`config.mk`:
```
export PLATFORM = sky130hd
export DESIGN_NAME = gpio_irq_bank
export DESIGN_NICKNAME = d
export VERILOG_FILES = /design/src/rtl/gpio_bank_pkg.sv /design/src/rtl/gpio_sync.sv /design/src/rtl/gpio_irq_detect.sv /design/src/rtl/gpio_regfile.sv /design/src/rtl/gpio_irq_bank.sv
export SDC_FILE = /design/constraint.sdc
export NUM_CORES = 1
export LEC_CHECK = 0
export BUFFER_PORTS_ARGS = -buffer_cell sky130_fd_sc_hd__buf_2
export CAP_MARGIN = 10
export CORE_ASPECT_RATIO = 0.7
export CORE_UTILIZATION = 28
export CTS_BUF_LIST = sky130_fd_sc_hd__clkbuf_16
export DETAILED_ROUTE_END_ITERATION = 7
export SYNTH_ARGS = -nofsm -noshare
export SYNTH_HDL_FRONTEND = slang
export SYNTH_SLANG_ARGS = --single-unit
```
`constraint.sdc`:
```
create_clock -name clk -period 2.32 [get_ports clk]
set_input_delay 0.232 -clock clk [delete_from_list [all_inputs] [get_ports clk]]
set_output_delay 0.232 -clock clk [all_outputs]
set_load 0.005 [all_outputs]
```
`src/rtl/gpio_bank_pkg.sv`:
```
package gpio_bank_pkg;

    localparam int unsigned ADDR_W = 8;

    localparam logic [ADDR_W-1:0] OFF_DOUT  = 8'h00;
    localparam logic [ADDR_W-1:0] OFF_DIR   = 8'h04;
    localparam logic [ADDR_W-1:0] OFF_IEN   = 8'h30;
    localparam logic [ADDR_W-1:0] OFF_IMASK = 8'h34;
    localparam logic [ADDR_W-1:0] OFF_TRIG  = 8'h38;
    localparam logic [ADDR_W-1:0] OFF_POL   = 8'h3C;
    localparam logic [ADDR_W-1:0] OFF_MSTAT = 8'h40;
    localparam logic [ADDR_W-1:0] OFF_RSTAT = 8'h44;
    localparam logic [ADDR_W-1:0] OFF_ACK   = 8'h4C;
    localparam logic [ADDR_W-1:0] OFF_PINS  = 8'h50;

    typedef enum logic [3:0] {
        SEL_NONE, SEL_DOUT, SEL_DIR, SEL_IEN, SEL_IMASK, SEL_TRIG,
        SEL_POL, SEL_MSTAT, SEL_RSTAT, SEL_ACK, SEL_PINS
    } reg_sel_e;

    typedef struct packed {
        logic     wr;
        logic     rd;
        reg_sel_e sel;
    } bus_cmd_t;

    function automatic reg_sel_e decode_offset(input logic [ADDR_W-1:0] a);
        case (a)
            OFF_DOUT:  return SEL_DOUT;
            OFF_DIR:   return SEL_DIR;
            OFF_IEN:   return SEL_IEN;
            OFF_IMASK: return SEL_IMASK;
            OFF_TRIG:  return SEL_TRIG;
            OFF_POL:   return SEL_POL;
            OFF_MSTAT: return SEL_MSTAT;
            OFF_RSTAT: return SEL_RSTAT;
            OFF_ACK:   return SEL_ACK;
            OFF_PINS:  return SEL_PINS;
            default:   return SEL_NONE;
        endcase
    endfunction

endpackage

```
`src/rtl/gpio_sync.sv`:
```
module gpio_sync #(
    parameter int unsigned WIDTH  = 32,
    parameter int unsigned STAGES = 2
) (
    input  logic             clk,
    input  logic             rst,
    input  logic [WIDTH-1:0] d,
    output logic [WIDTH-1:0] q
);
    logic [WIDTH-1:0] stage_q [STAGES];

    always_ff @(posedge clk) begin
        if (rst) begin
            for (int i = 0; i < STAGES; i++) stage_q[i] <= '0;
        end else begin
            stage_q[0] <= d;
            for (int i = 1; i < STAGES; i++) stage_q[i] <= stage_q[i-1];
        end
    end

    assign q = stage_q[STAGES-1];
endmodule

```
`src/rtl/gpio_irq_detect.sv`:
```
module gpio_irq_detect #(
    parameter int unsigned WIDTH = 32
) (
    input  logic             clk,
    input  logic             rst,
    input  logic [WIDTH-1:0] level_in,
    input  logic [WIDTH-1:0] trig_edge,
    input  logic [WIDTH-1:0] pol_high,
    input  logic [WIDTH-1:0] ack,
    output logic [WIDTH-1:0] raw
);
    logic [WIDTH-1:0] prev_q;
    logic [WIDTH-1:0] latch_q;
    logic [WIDTH-1:0] evt;

    always_ff @(posedge clk) begin
        if (rst) prev_q <= '0;
        else     prev_q <= level_in;
    end

    for (genvar p = 0; p < WIDTH; p++) begin : g_pin
        logic rise, fall;
        assign rise   = level_in[p] & ~prev_q[p];
        assign fall   = ~level_in[p] & prev_q[p];
        assign evt[p] = pol_high[p] ? rise : fall;

        always_ff @(posedge clk) begin
            if (rst || !trig_edge[p]) latch_q[p] <= 1'b0;
            else if (evt[p])          latch_q[p] <= 1'b1;
            else if (ack[p])          latch_q[p] <= 1'b0;
        end

        assign raw[p] = trig_edge[p] ? latch_q[p]
                                     : (pol_high[p] ? level_in[p] : ~level_in[p]);
    end


    edge_hold_chk: assert property (@(posedge clk) disable iff (rst)
        ((latch_q & trig_edge & ~ack) != '0) |=>
        ((latch_q & $past(latch_q & trig_edge & ~ack)) == $past(latch_q & trig_edge & ~ack)));


    ack_clear_chk: assert property (@(posedge clk) disable iff (rst)
        ((ack & trig_edge & ~evt) != '0) |=>
        ((latch_q & $past(ack & trig_edge & ~evt)) == '0));
endmodule

```
`src/rtl/gpio_regfile.sv`:
```
module gpio_regfile
    import gpio_bank_pkg::*;
#(
    parameter int unsigned WIDTH = 32
) (
    input  logic             clk,
    input  logic             rst,
    input  bus_cmd_t         cmd,
    input  logic [WIDTH-1:0] wdata,
    input  logic [WIDTH-1:0] pins_sync,
    input  logic [WIDTH-1:0] raw,
    output logic [WIDTH-1:0] rdata,
    output logic [WIDTH-1:0] dout_o,
    output logic [WIDTH-1:0] dir_o,
    output logic [WIDTH-1:0] trig_o,
    output logic [WIDTH-1:0] pol_o,
    output logic [WIDTH-1:0] ack_o,
    output logic [WIDTH-1:0] masked_o,
    output logic [WIDTH-1:0] ien_o,
    output logic [WIDTH-1:0] imask_o
);
    logic [WIDTH-1:0] dout_q, dir_q, ien_q, imask_q, trig_q, pol_q, rdata_q;

    always_ff @(posedge clk) begin
        if (rst) begin
            dout_q  <= '0;
            dir_q   <= '0;
            ien_q   <= '0;
            imask_q <= '0;
            trig_q  <= '0;
            pol_q   <= '0;
        end else if (cmd.wr) begin
            case (cmd.sel)
                SEL_DOUT:  dout_q  <= wdata;
                SEL_DIR:   dir_q   <= wdata;
                SEL_IEN:   ien_q   <= wdata;
                SEL_IMASK: imask_q <= wdata;
                SEL_TRIG:  trig_q  <= wdata;
                SEL_POL:   pol_q   <= wdata;
                default:   ;
            endcase
        end
    end

    assign masked_o = raw & ien_q & ~imask_q;
    assign ack_o    = (cmd.wr && cmd.sel == SEL_ACK) ? wdata : '0;

    always_ff @(posedge clk) begin
        if (rst) begin
            rdata_q <= '0;
        end else if (cmd.rd) begin
            case (cmd.sel)
                SEL_DOUT:  rdata_q <= dout_q;
                SEL_DIR:   rdata_q <= dir_q;
                SEL_IEN:   rdata_q <= ien_q;
                SEL_IMASK: rdata_q <= imask_q;
                SEL_TRIG:  rdata_q <= trig_q;
                SEL_POL:   rdata_q <= pol_q;
                SEL_MSTAT: rdata_q <= masked_o;
                SEL_RSTAT: rdata_q <= raw;
                SEL_PINS:  rdata_q <= pins_sync;
                default:   rdata_q <= '0;
            endcase
        end
    end

    assign rdata   = rdata_q;
    assign dout_o  = dout_q;
    assign dir_o   = dir_q;
    assign trig_o  = trig_q;
    assign pol_o   = pol_q;
    assign ien_o   = ien_q;
    assign imask_o = imask_q;


    reset_state_chk: assert property (@(posedge clk) disable iff (rst)
        $fell(rst) |-> (dout_o == '0 && dir_o == '0 && ien_o == '0));


    dir_write_chk: assert property (@(posedge clk) disable iff (rst)
        (cmd.wr && cmd.sel == SEL_DIR) |=> (dir_o == $past(wdata)));
endmodule

```
`src/rtl/gpio_irq_bank.sv`:
```
module gpio_irq_bank
    import gpio_bank_pkg::*;
#(
    parameter int unsigned NPINS       = 32,
    parameter int unsigned SYNC_STAGES = 2
) (
    input  logic              clk,
    input  logic              rst,
    input  logic              bus_valid,
    input  logic              bus_write,
    input  logic [ADDR_W-1:0] bus_addr,
    input  logic [NPINS-1:0]  bus_wdata,
    output logic [NPINS-1:0]  bus_rdata,
    input  logic [NPINS-1:0]  pin_in,
    output logic [NPINS-1:0]  pin_out,
    output logic [NPINS-1:0]  pin_oe,
    output logic              irq
);
    bus_cmd_t         cmd;
    logic [NPINS-1:0] pins_sync, raw, trig, pol, ack, masked, ien, imask;

    assign cmd.wr  = bus_valid & bus_write;
    assign cmd.rd  = bus_valid & ~bus_write;
    assign cmd.sel = decode_offset(bus_addr);

    gpio_sync #(.WIDTH(NPINS), .STAGES(SYNC_STAGES)) u_sync (
        .clk (clk),
        .rst (rst),
        .d   (pin_in),
        .q   (pins_sync)
    );

    gpio_irq_detect #(.WIDTH(NPINS)) u_detect (
        .clk       (clk),
        .rst       (rst),
        .level_in  (pins_sync),
        .trig_edge (trig),
        .pol_high  (pol),
        .ack       (ack),
        .raw       (raw)
    );

    gpio_regfile #(.WIDTH(NPINS)) u_regs (
        .clk       (clk),
        .rst       (rst),
        .cmd       (cmd),
        .wdata     (bus_wdata),
        .pins_sync (pins_sync),
        .raw       (raw),
        .rdata     (bus_rdata),
        .dout_o    (pin_out),
        .dir_o     (pin_oe),
        .trig_o    (trig),
        .pol_o     (pol),
        .ack_o     (ack),
        .masked_o  (masked),
        .ien_o     (ien),
        .imask_o   (imask)
    );

    assign irq = |masked;


    irq_gate_chk: assert property (@(posedge clk) disable iff (rst)
        irq |-> ((ien & ~imask & raw) != '0));
endmodule

```
==> summary.md, run 1 <==
The run finished, with violations left. The checks that failed: negative setup slack. The main flop type after synthesis is sky130_fd_sc_hd__dfxtp_1. The post-synth net total is 2106.

The met1 layer usage reported by global route was 0.308. The run gives 7050 sq um as the sequential cell area. The tools report the endpoint of the lowest-slack register-to-register path as u_regs.rdata[1].

The number of synthesized flops with an enable pin was 0. In this run the cell area measured after placement is 18600 sq um. The signal on the critical path passes through xor2_1, o21ai_0, nand3b_1, nand4_1, or4_4, nor3_4, nand4_1, buf_2. The worst stage delay on the critical path is 0.54 ns, and the final critical-path required period is 2.82 ns. For this run, design rule violations remaining after detail routing come to 0. Routability-driven placement finished with a final weighted congestion of 0.913. For the pin with the worst max-slew slack, the measured transition is 0.731 ns. The first detailed-routing pass ran for 8 iterations.

TritonCTS built the clock tree. The total routing resource utilization after global routing came out at 0.218. The logs give 0 for the synthesis warning total and 173 for the top-level port count.

For the met3 usage, the log shows 0.0592. In this run the critical register-to-register path is launched from u_sync.stage_q[0][33]. In the synthesized netlist, the number of instances is 2030.

The internal reg-to-reg setup slack is 0.16 ns. The tools report the estimated wirelength of the detail-placed design as 44400 um. The tools report the number of max-slew violations in the final report as 0. The power density of the placed cells is 634 nW/um^2.

The run gives 2.09 ns as the required time of the critical path. The H-tree was split into 2 levels. The worst hold path was traced through 3 stages. The worst slack on hold paths was 0.0153 ns; the detailed router's first-iteration violation count was 2252.

The run gives 0.443 as the proportion of synthesized chip area in sequential cells. The tool flagged a number of max-cap violations equal to 0. STA classifies the critical path startpoint as a flip-flop. The clock passes through at most 3 buffers.

The first global-routing pass estimated 96500 um of wire. The post-synth design cell area is 15900 sq um. After synthesis, the mean cell area works out to 7.83 sq um. Buffers inserted during clock tree synthesis total 37.

The count of nets left with antenna violations once routing finished came out at 0. In this run the most critical hold path is launched from bus_wdata[3]. Class of the most critical setup path: reg2out.

After detailed routing, the number of vias per cell comes to 5.38. The global-route track usage on met2 is 0.318, and the number of sinks handled by clock tree synthesis is 352. The clock slew seen by the registers of the worst setup and hold paths is 0.07 ns. For the worst-skew pair, the clock arrives at the later sink with an insertion delay of 0.55 ns. The share of the clock period used by the worst path works out to 1.22.

The number of input and output port buffers inserted is 172. The most repeated library cell on the critical path was sky130_fd_sc_hd__nand4_1. Detailed routing inserted a total of 16400 vias. After filler insertion, the fill cell instance count of the layout stands at 5747. The cell with the biggest individual delay on the critical path was sky130_fd_sc_hd__or4_4. The tools report the worst-case hold path end point as u_regs.pol_o[3].

The fraction of final layout cells with drive strength greater than 1 came out at 0.187. The number of antenna diodes in the final layout is 0. The worst slew margin relative to its limit came out at 0.511. The area added between synthesis and finish was 27.8%; the maximum fanout along the worst path was 2.

The initial cell density of the core is 0.286, and the static leakage power is 7.42 nW. The class of the tightest hold or removal check was in2reg. The floorplan step defined a core boundary enclosing 55700 sq um. The run gives 65200 um as the final routed wirelength across all metal layers. The die outline height is 201 um, and the final worst clock skew is 0.0166 ns. The launch point of the worst path was u_regs.pol_o[27]. Average routed wire per standard cell: 21.3 um.

From left edge to right edge, the die measures 287 um. For the worst flop-to-flop path, the logic depth is 6. The logs give 20300 sq um for the final non-filler cell area and 72 for the number of cell rows. Setup repair after global routing could not meet its margin everywhere.

After global routing, the most crowded layer is met2. The floorplan step defined a die boundary enclosing 57700 sq um. After global routing the overflow that remains totals 0.

For the count of cell types in the netlist, the log shows 65. In this run the clock root is driven by a sky130_fd_sc_hd__clkbuf_16. The number of hold violations in the final report is 0. The number of nets in the layout came out at 2368. Data arrives at the worst endpoint at 2.59 ns. The initial antenna violation count was 1; the maximum clock frequency was 0.354 GHz. After synthesis the netlist holds a flip-flop and latch count of 352. STA classifies the critical path endpoint as a primary output. In the final layout, the multi-input gates occupy 8280 sq um. Entering global routing, the biggest net connects 58 pins.

For the setup TNS after final layout, the log shows -0.502 ns. For the via count of the first global-routing pass, the log shows 15400. The total setup violations reported at the end of the flow is 1. The share of synthesized registers carrying an async set or reset works out to 0.

The run gives 0.000364 V as the maximum ir drop on the vdd rail. The setup slack of the critical path after layout is -0.502 ns.
==> worst max path at each step <==
stage / end / slack [ns] / cells past startpoint
after floorplan: u_regs.rdata[11] / 0.002 / 9
after global placement: irq / -0.18 / 9
after detailed placement: u_regs.rdata[4] / -0.18 / 9
after CTS: irq / -0.55 / 9
after global routing: irq / -0.58 / 8
final: irq / -0.50 / 8
==> flip-flops by register name (all words and copies together) (netlist names) <==
| register | count |
|---|---|
| u_detect.latch_q | 32 |
| u_detect.prev_q | 32 |
| u_regs.dir_o | 32 |
| u_regs.dout_o | 32 |
| u_regs.ien_o | 32 |
| u_regs.imask_o | 32 |
| u_regs.pol_o | 32 |
| u_regs.rdata | 32 |
| u_regs.trig_o | 32 |
| u_sync.stage_q | 64 |
==> worst max-delay path, delay by kind of cell, from the launching register on <==
kind | cells | cell delay, ns
compound gates | 1 | 0.14
xor+xnor | 1 | 0.15
buf+inv | 1 | 0.19
flops | 1 | 0.34
simple gates | 5 | 1.24
==> logic make-up after synthesis <==
kind of cell | synth area share
and+or+nand+nor | 0.260
buffers and inverters | 0.0437
DFF | 0.443
muxes | 0.00913
AOI/OAI and AO/OA | 0.237
xor gates and xnor gates | 0.00716
==> report_power, final <==
part           internal (mW)  switching, mW  leakage, nW  total (mW)
registers               6.11         0.0493         2.85        6.16
logic                  0.308          0.477         3.97       0.785
clock network           3.36           2.57        0.600        5.93
==> final cells by class <==
class,count,area share
Inverter,35,0.00647
Tap cell,740,0.0456
Clock inverter,24,0.00893
Sequential cell,352,0.347
Clock buffer,39,0.0481
Timing Repair Buffer,363,0.136
Multi-Input combinational cell,1503,0.408
==> synthesized netlist by cell type (all sizes together) (5+ instances only) <==
cell type	n	share of area
a221oi	6	0.0033
buf	16	0.0061
or2	17	0.0067
nor4	8	0.0045
nand4	5	0.0020
nand3b	19	0.0090
a21oi	340	0.11
inv	35	0.0083
or4	9	0.0043
nand2	464	0.11
nand3	20	0.0063
nand2b	47	0.018
a22o	25	0.014
nor2	60	0.015
o22ai	9	0.0035
nor2b	99	0.039
xor2	13	0.0072
a31oi	10	0.0039
clkbuf	124	0.029
dfxtp	352	0.44
and2	6	0.0024
nor3b	22	0.010
o221ai	8	0.0044
o21ai	129	0.041
nor3	18	0.0057
and3	21	0.0083
a22oi	55	0.026
a311oi	17	0.014
and3b	17	0.0094
mux2	12	0.0085
==> what timing repair did <==
action | 4_1_cts | 5_1_grt
endpoints found under the hold margin | 133 | 0
buffers inserted | 0 | 0
resized for setup | 8 | 4
setup endpoints to repair | 1 | 1
pin swaps | 2 | 6
hold buffers | 56 | 0
==> routing by layer <==
layer,vias up,part of all wire
met4,2,0.031
met2,912,0.42
met5,-,0.00020
met1,7815,0.43
met3,153,0.12
li1,7567,-
==> stage by stage <==
stage	power, mW	std cells	setup slack, ns	util
finish	12.9	3056	-0.502	0.365
global route	13.3	3056	-0.583	0.365
CTS	13.0	3057	-0.547	0.365
detailed placement	6.99	2938	-0.178	0.333
global placement	6.98	2938	-0.180	0.333
floorplan	6.61	2030	0.00179	-
==> layout by cell type, fill, tap and decap left out, types with 6 or more instances in the layout <==
cell type	instances
sky130_fd_sc_hd__dfxtp_1	350
sky130_fd_sc_hd__a221oi_1	6
sky130_fd_sc_hd__mux2_2	12
sky130_fd_sc_hd__and3_1	21
sky130_fd_sc_hd__a21oi_2	11
sky130_fd_sc_hd__nand3b_1	19
sky130_fd_sc_hd__nand2b_1	46
sky130_fd_sc_hd__a311oi_2	11
sky130_fd_sc_hd__dlygate4sd3_1	56
sky130_fd_sc_hd__nor3_1	15
sky130_fd_sc_hd__and3b_1	17
sky130_fd_sc_hd__o221ai_1	8
sky130_fd_sc_hd__nor2_1	58
sky130_fd_sc_hd__a22oi_1	55
sky130_fd_sc_hd__o21ai_0	102
sky130_fd_sc_hd__nor2b_1	99
sky130_fd_sc_hd__o22ai_1	9
sky130_fd_sc_hd__nand3_1	20
sky130_fd_sc_hd__buf_4	109
sky130_fd_sc_hd__buf_2	171
sky130_fd_sc_hd__or4_1	8
sky130_fd_sc_hd__inv_1	44
sky130_fd_sc_hd__a31oi_1	10
sky130_fd_sc_hd__and2_1	6
sky130_fd_sc_hd__a22o_1	25
sky130_fd_sc_hd__clkbuf_16	39
sky130_fd_sc_hd__o21ai_1	25
sky130_fd_sc_hd__nor3b_1	21
sky130_fd_sc_hd__buf_12	26
sky130_fd_sc_hd__xor2_1	12
sky130_fd_sc_hd__or2_2	17
sky130_fd_sc_hd__a21oi_1	328
sky130_fd_sc_hd__nand2_1	464
sky130_fd_sc_hd__clkinv_1	8
sky130_fd_sc_hd__a311oi_1	6
Power figures use the tool's default switching activity.
==> inputs of run 2 (changes only) <==
Settings changed: PLACE_DENSITY set to 0.47.
==> summary.md, run 2 (synthesized netlist as in run 1, its figures left out) <==
The flow ran to the end, but the final reports show violations. The final reports fail on negative setup slack. The run gives 0 (unchanged) as the number of max-slew violations in the final report.

For the worst slew margin relative to its limit, the log shows 0.541 (+0.0295). Post-route met1 wirelength: 32100 um (+14%). The logs give 0 (unchanged) for the total of max-cap violations and 9.82 mW (+0.44%) for the internal cell power. The maximum ir drop on the vdd rail is 0.000333 V (-8.6%). Grouping stages by cell kind, the critical path spends the most delay in simple AND/OR/NAND/NOR gates. For the required time of the critical path, the log shows 2.09 ns (about the same). The logs give 0.063 (+0.002) for the share of total power in combinational logic and 5 (+4) for the initial antenna violation count. Leaving out fill and tap cells, the most frequent cell in the layout is sky130_fd_sc_hd__nand2_1. The area added between synthesis and finish was 30.3%. The buffering stage count on the worst path with inverters included works out to 1 (unchanged). Signal routing reaches up to met5. The total setup violations reported at the end of the flow is 1 (unchanged). The maximum fanout along the worst path is 5 (+3).

In the layout the commonest cells are sky130_fd_sc_hd__nand2_1 (464), sky130_fd_sc_hd__dfxtp_1 (342), sky130_fd_sc_hd__a21oi_1 (324), sky130_fd_sc_hd__buf_2 (171), sky130_fd_sc_hd__buf_4 (142). The power density of the placed cells is 627 nW/um^2 (-1.1%). The largest individual stage delay along the critical path comes from the cell sky130_fd_sc_hd__or4_4. The placeable core region is 55700 sq um (unchanged). The critical path goes through or2_4, a21oi_1, a21oi_2, nor3b_2, or4_4, nor4_4, nand4_1, buf_2. The estimated wirelength of the detail-placed design is 46100 um (+4.0%), and the number of cell rows is 72 (unchanged). The maximum clock frequency is 0.360 GHz (+1.6%).

The number of sinks handled by clock tree synthesis is 352 (unchanged), and the maximum number of pins on one net before global-route repair is 66 (+14%). The sequential share of power was 0.474 (-0.004). The data arrival at the endpoint of the critical path came out at 2.55 ns (-0.04 ns). The tools report the net switching power of the design as 3.17 mW (+2.2%). Setup repair after global routing could not meet its margin everywhere.

Worst stage delay on the critical path: 0.51 ns (-0.03 ns). The sum of met3 wire segment lengths after detailed routing is 5410 um (-28%), and the length of the first detailed-routing pass in iterations is 6 (-2). The initial cell density of the core came out at 0.286 (unchanged). The detailed-routed wire length on met2 is 28400 um (+3.8%).

The final worst clock skew is 0.0112 ns (-0.00531 ns). Number of hold violations in the final report: 0 (unchanged). The min-delay analysis places its worst path in the category in2reg. The detailed router's first-iteration violation count was 1431 (-36%); the static leakage power was 7.65 nW (+3.1%).

The number of flip-flops under the largest register name works out to 64 (unchanged). The maximum buffer depth of the clock tree is 3 (unchanged). Die extent in x: 287 um (unchanged). The endpoint class of the critical path is a primary output. The final routed wirelength across all metal layers was 67400 um (+3.5%); the proportion of total power due to net switching was 0.244 (+0.00315). The wire length of the first global-routing pass was 100000 um (+4.0%).

Share of the clock period used by the worst path: 1.20 (-0.0191). u_sync.stage_q holds more flip-flops than any other register. The mean number of vias per cell was 5.24 (-2.6%). The logs give 2 (unchanged) for the number of H-tree levels and -0.458 ns (+0.0443 ns) for the setup slack of the critical path after layout. The final weighted congestion in routability-driven placement was 0.896 (-1.9%). The logs give 57700 sq um (unchanged) for the die outline area and 0 (unchanged) for the DRC violation count after routing.

Transition at the pin with the smallest max-transition slack: 0.689 ns (-0.0427 ns). Die outline height: 201 um (unchanged). The clock latency reported for the late side of the worst-skew pair was 0.57 ns (+0.02 ns); the remaining global-route overflow was 0 (unchanged). The run gives 15500 (+0.74%) as the via count of the first global-routing pass. Class of the most critical setup path: reg2out.

Portion of total power attributed to the clock network: 0.462 (about the same). The logs give 39 (+5.4%) for the number of buffers added by the clock tree synthesis step and 0.0928 ns (+0.0775 ns) for the worst slack on hold paths. Average routed wire per standard cell: 21.7 um (+2.0%). For the top-level port count, the log shows 173 (unchanged). The number of nets in the layout came out at 2410 (+1.8%).

The number of input and output port buffers inserted was 172 (unchanged); the clock slew seen by the registers of the worst setup and hold paths was 0.06 ns (about the same). The root buffer cell chosen for the clock tree is sky130_fd_sc_hd__clkbuf_16. STA classifies the critical path startpoint as a flip-flop. The final critical-path required period came out at 2.78 ns (-0.0443 ns). The detailed-route via count came out at 16300 (-1.1%). The number of nets with antenna violations after routing was 0 (unchanged); the fraction of final layout cells with drive strength greater than 1 was 0.206 (+0.0195). TritonCTS built the clock tree. The total design power was 13.0 mW (+0.86%); the total routing resource utilization after global routing was 0.230 (+0.0121).
-- run 2: cell count changes in the layout (fill, tap and decap cells not counted), moves of 5 or more --
cell	delta
sky130_fd_sc_hd__dfxtp_2	+5
sky130_fd_sc_hd__dlygate4sd3_1	+8
sky130_fd_sc_hd__dfxtp_1	-8
sky130_fd_sc_hd__buf_4	+33
-- run 2: final timing paths --
check	start	to	slack, ns	cells after the start
worst max-delay path	u_sync.stage_q[0][60]	irq	-0.46	8
worst min-delay path	rst	u_detect.prev_q[19]	0.09	2
worst max register to register	u_regs.pol_o[1]	u_regs.rdata[1]	0.26	6
worst min register to register	u_sync.stage_q[0][8]	u_sync.stage_q[0][40]	0.43	1
-- run 2: cell type report --
type	instances	area, sq um
Antenna cell	2	5.00
Clock inverter	27	196
Multi-Input combinational cell	1503	8330
Timing Repair Buffer	403	3080
Inverter	35	131
Tap cell	740	926
Clock buffer	39	976
Sequential cell	352	7070
Fill cell	5755	35000
-- run 2: metal layers --
metal	global-route usage	vias up
met1	0.340	7849
met5	0	-
met3	0.0389	92
li1	-	7661
met2	0.340	658
met4	0.0676	2
-- run 2: metrics by stage --
stage               std cells  setup slack, ns  utilization  TNS [ns]  area [sq um]
finish                   3101           -0.458        0.372    -0.458         20700
global route             3099           -0.563        0.372    -0.563         20700
CTS                      3097           -0.570        0.370    -0.570         20600
detailed placement       2968           -0.202        0.337     -6.79         18800
global placement         2968           -0.328        0.337     -5.35         18800
floorplan                2030          0.00179            -         0         15900
-- run 2: power groups by stage --
stage               combinational [mW]  clock [mW]  sequential (mW)
finish                           0.824        6.00             6.16
global route                     0.881        6.40             6.16
CTS                              0.814        6.16             6.16
detailed placement               0.727           0             6.30
global placement                 0.723           0             6.30
floorplan                        0.333           0             6.28
-- run 2: repair_timing --
action / in CTS / in global routing
endpoints found under the setup margin: 1 / 1
gates resized for setup: 11 / 25
hold endpoints to repair: 218 / 0
setup buffers: 0 / 2
hold buffers: 64 / 0
pin swaps: 8 / 12
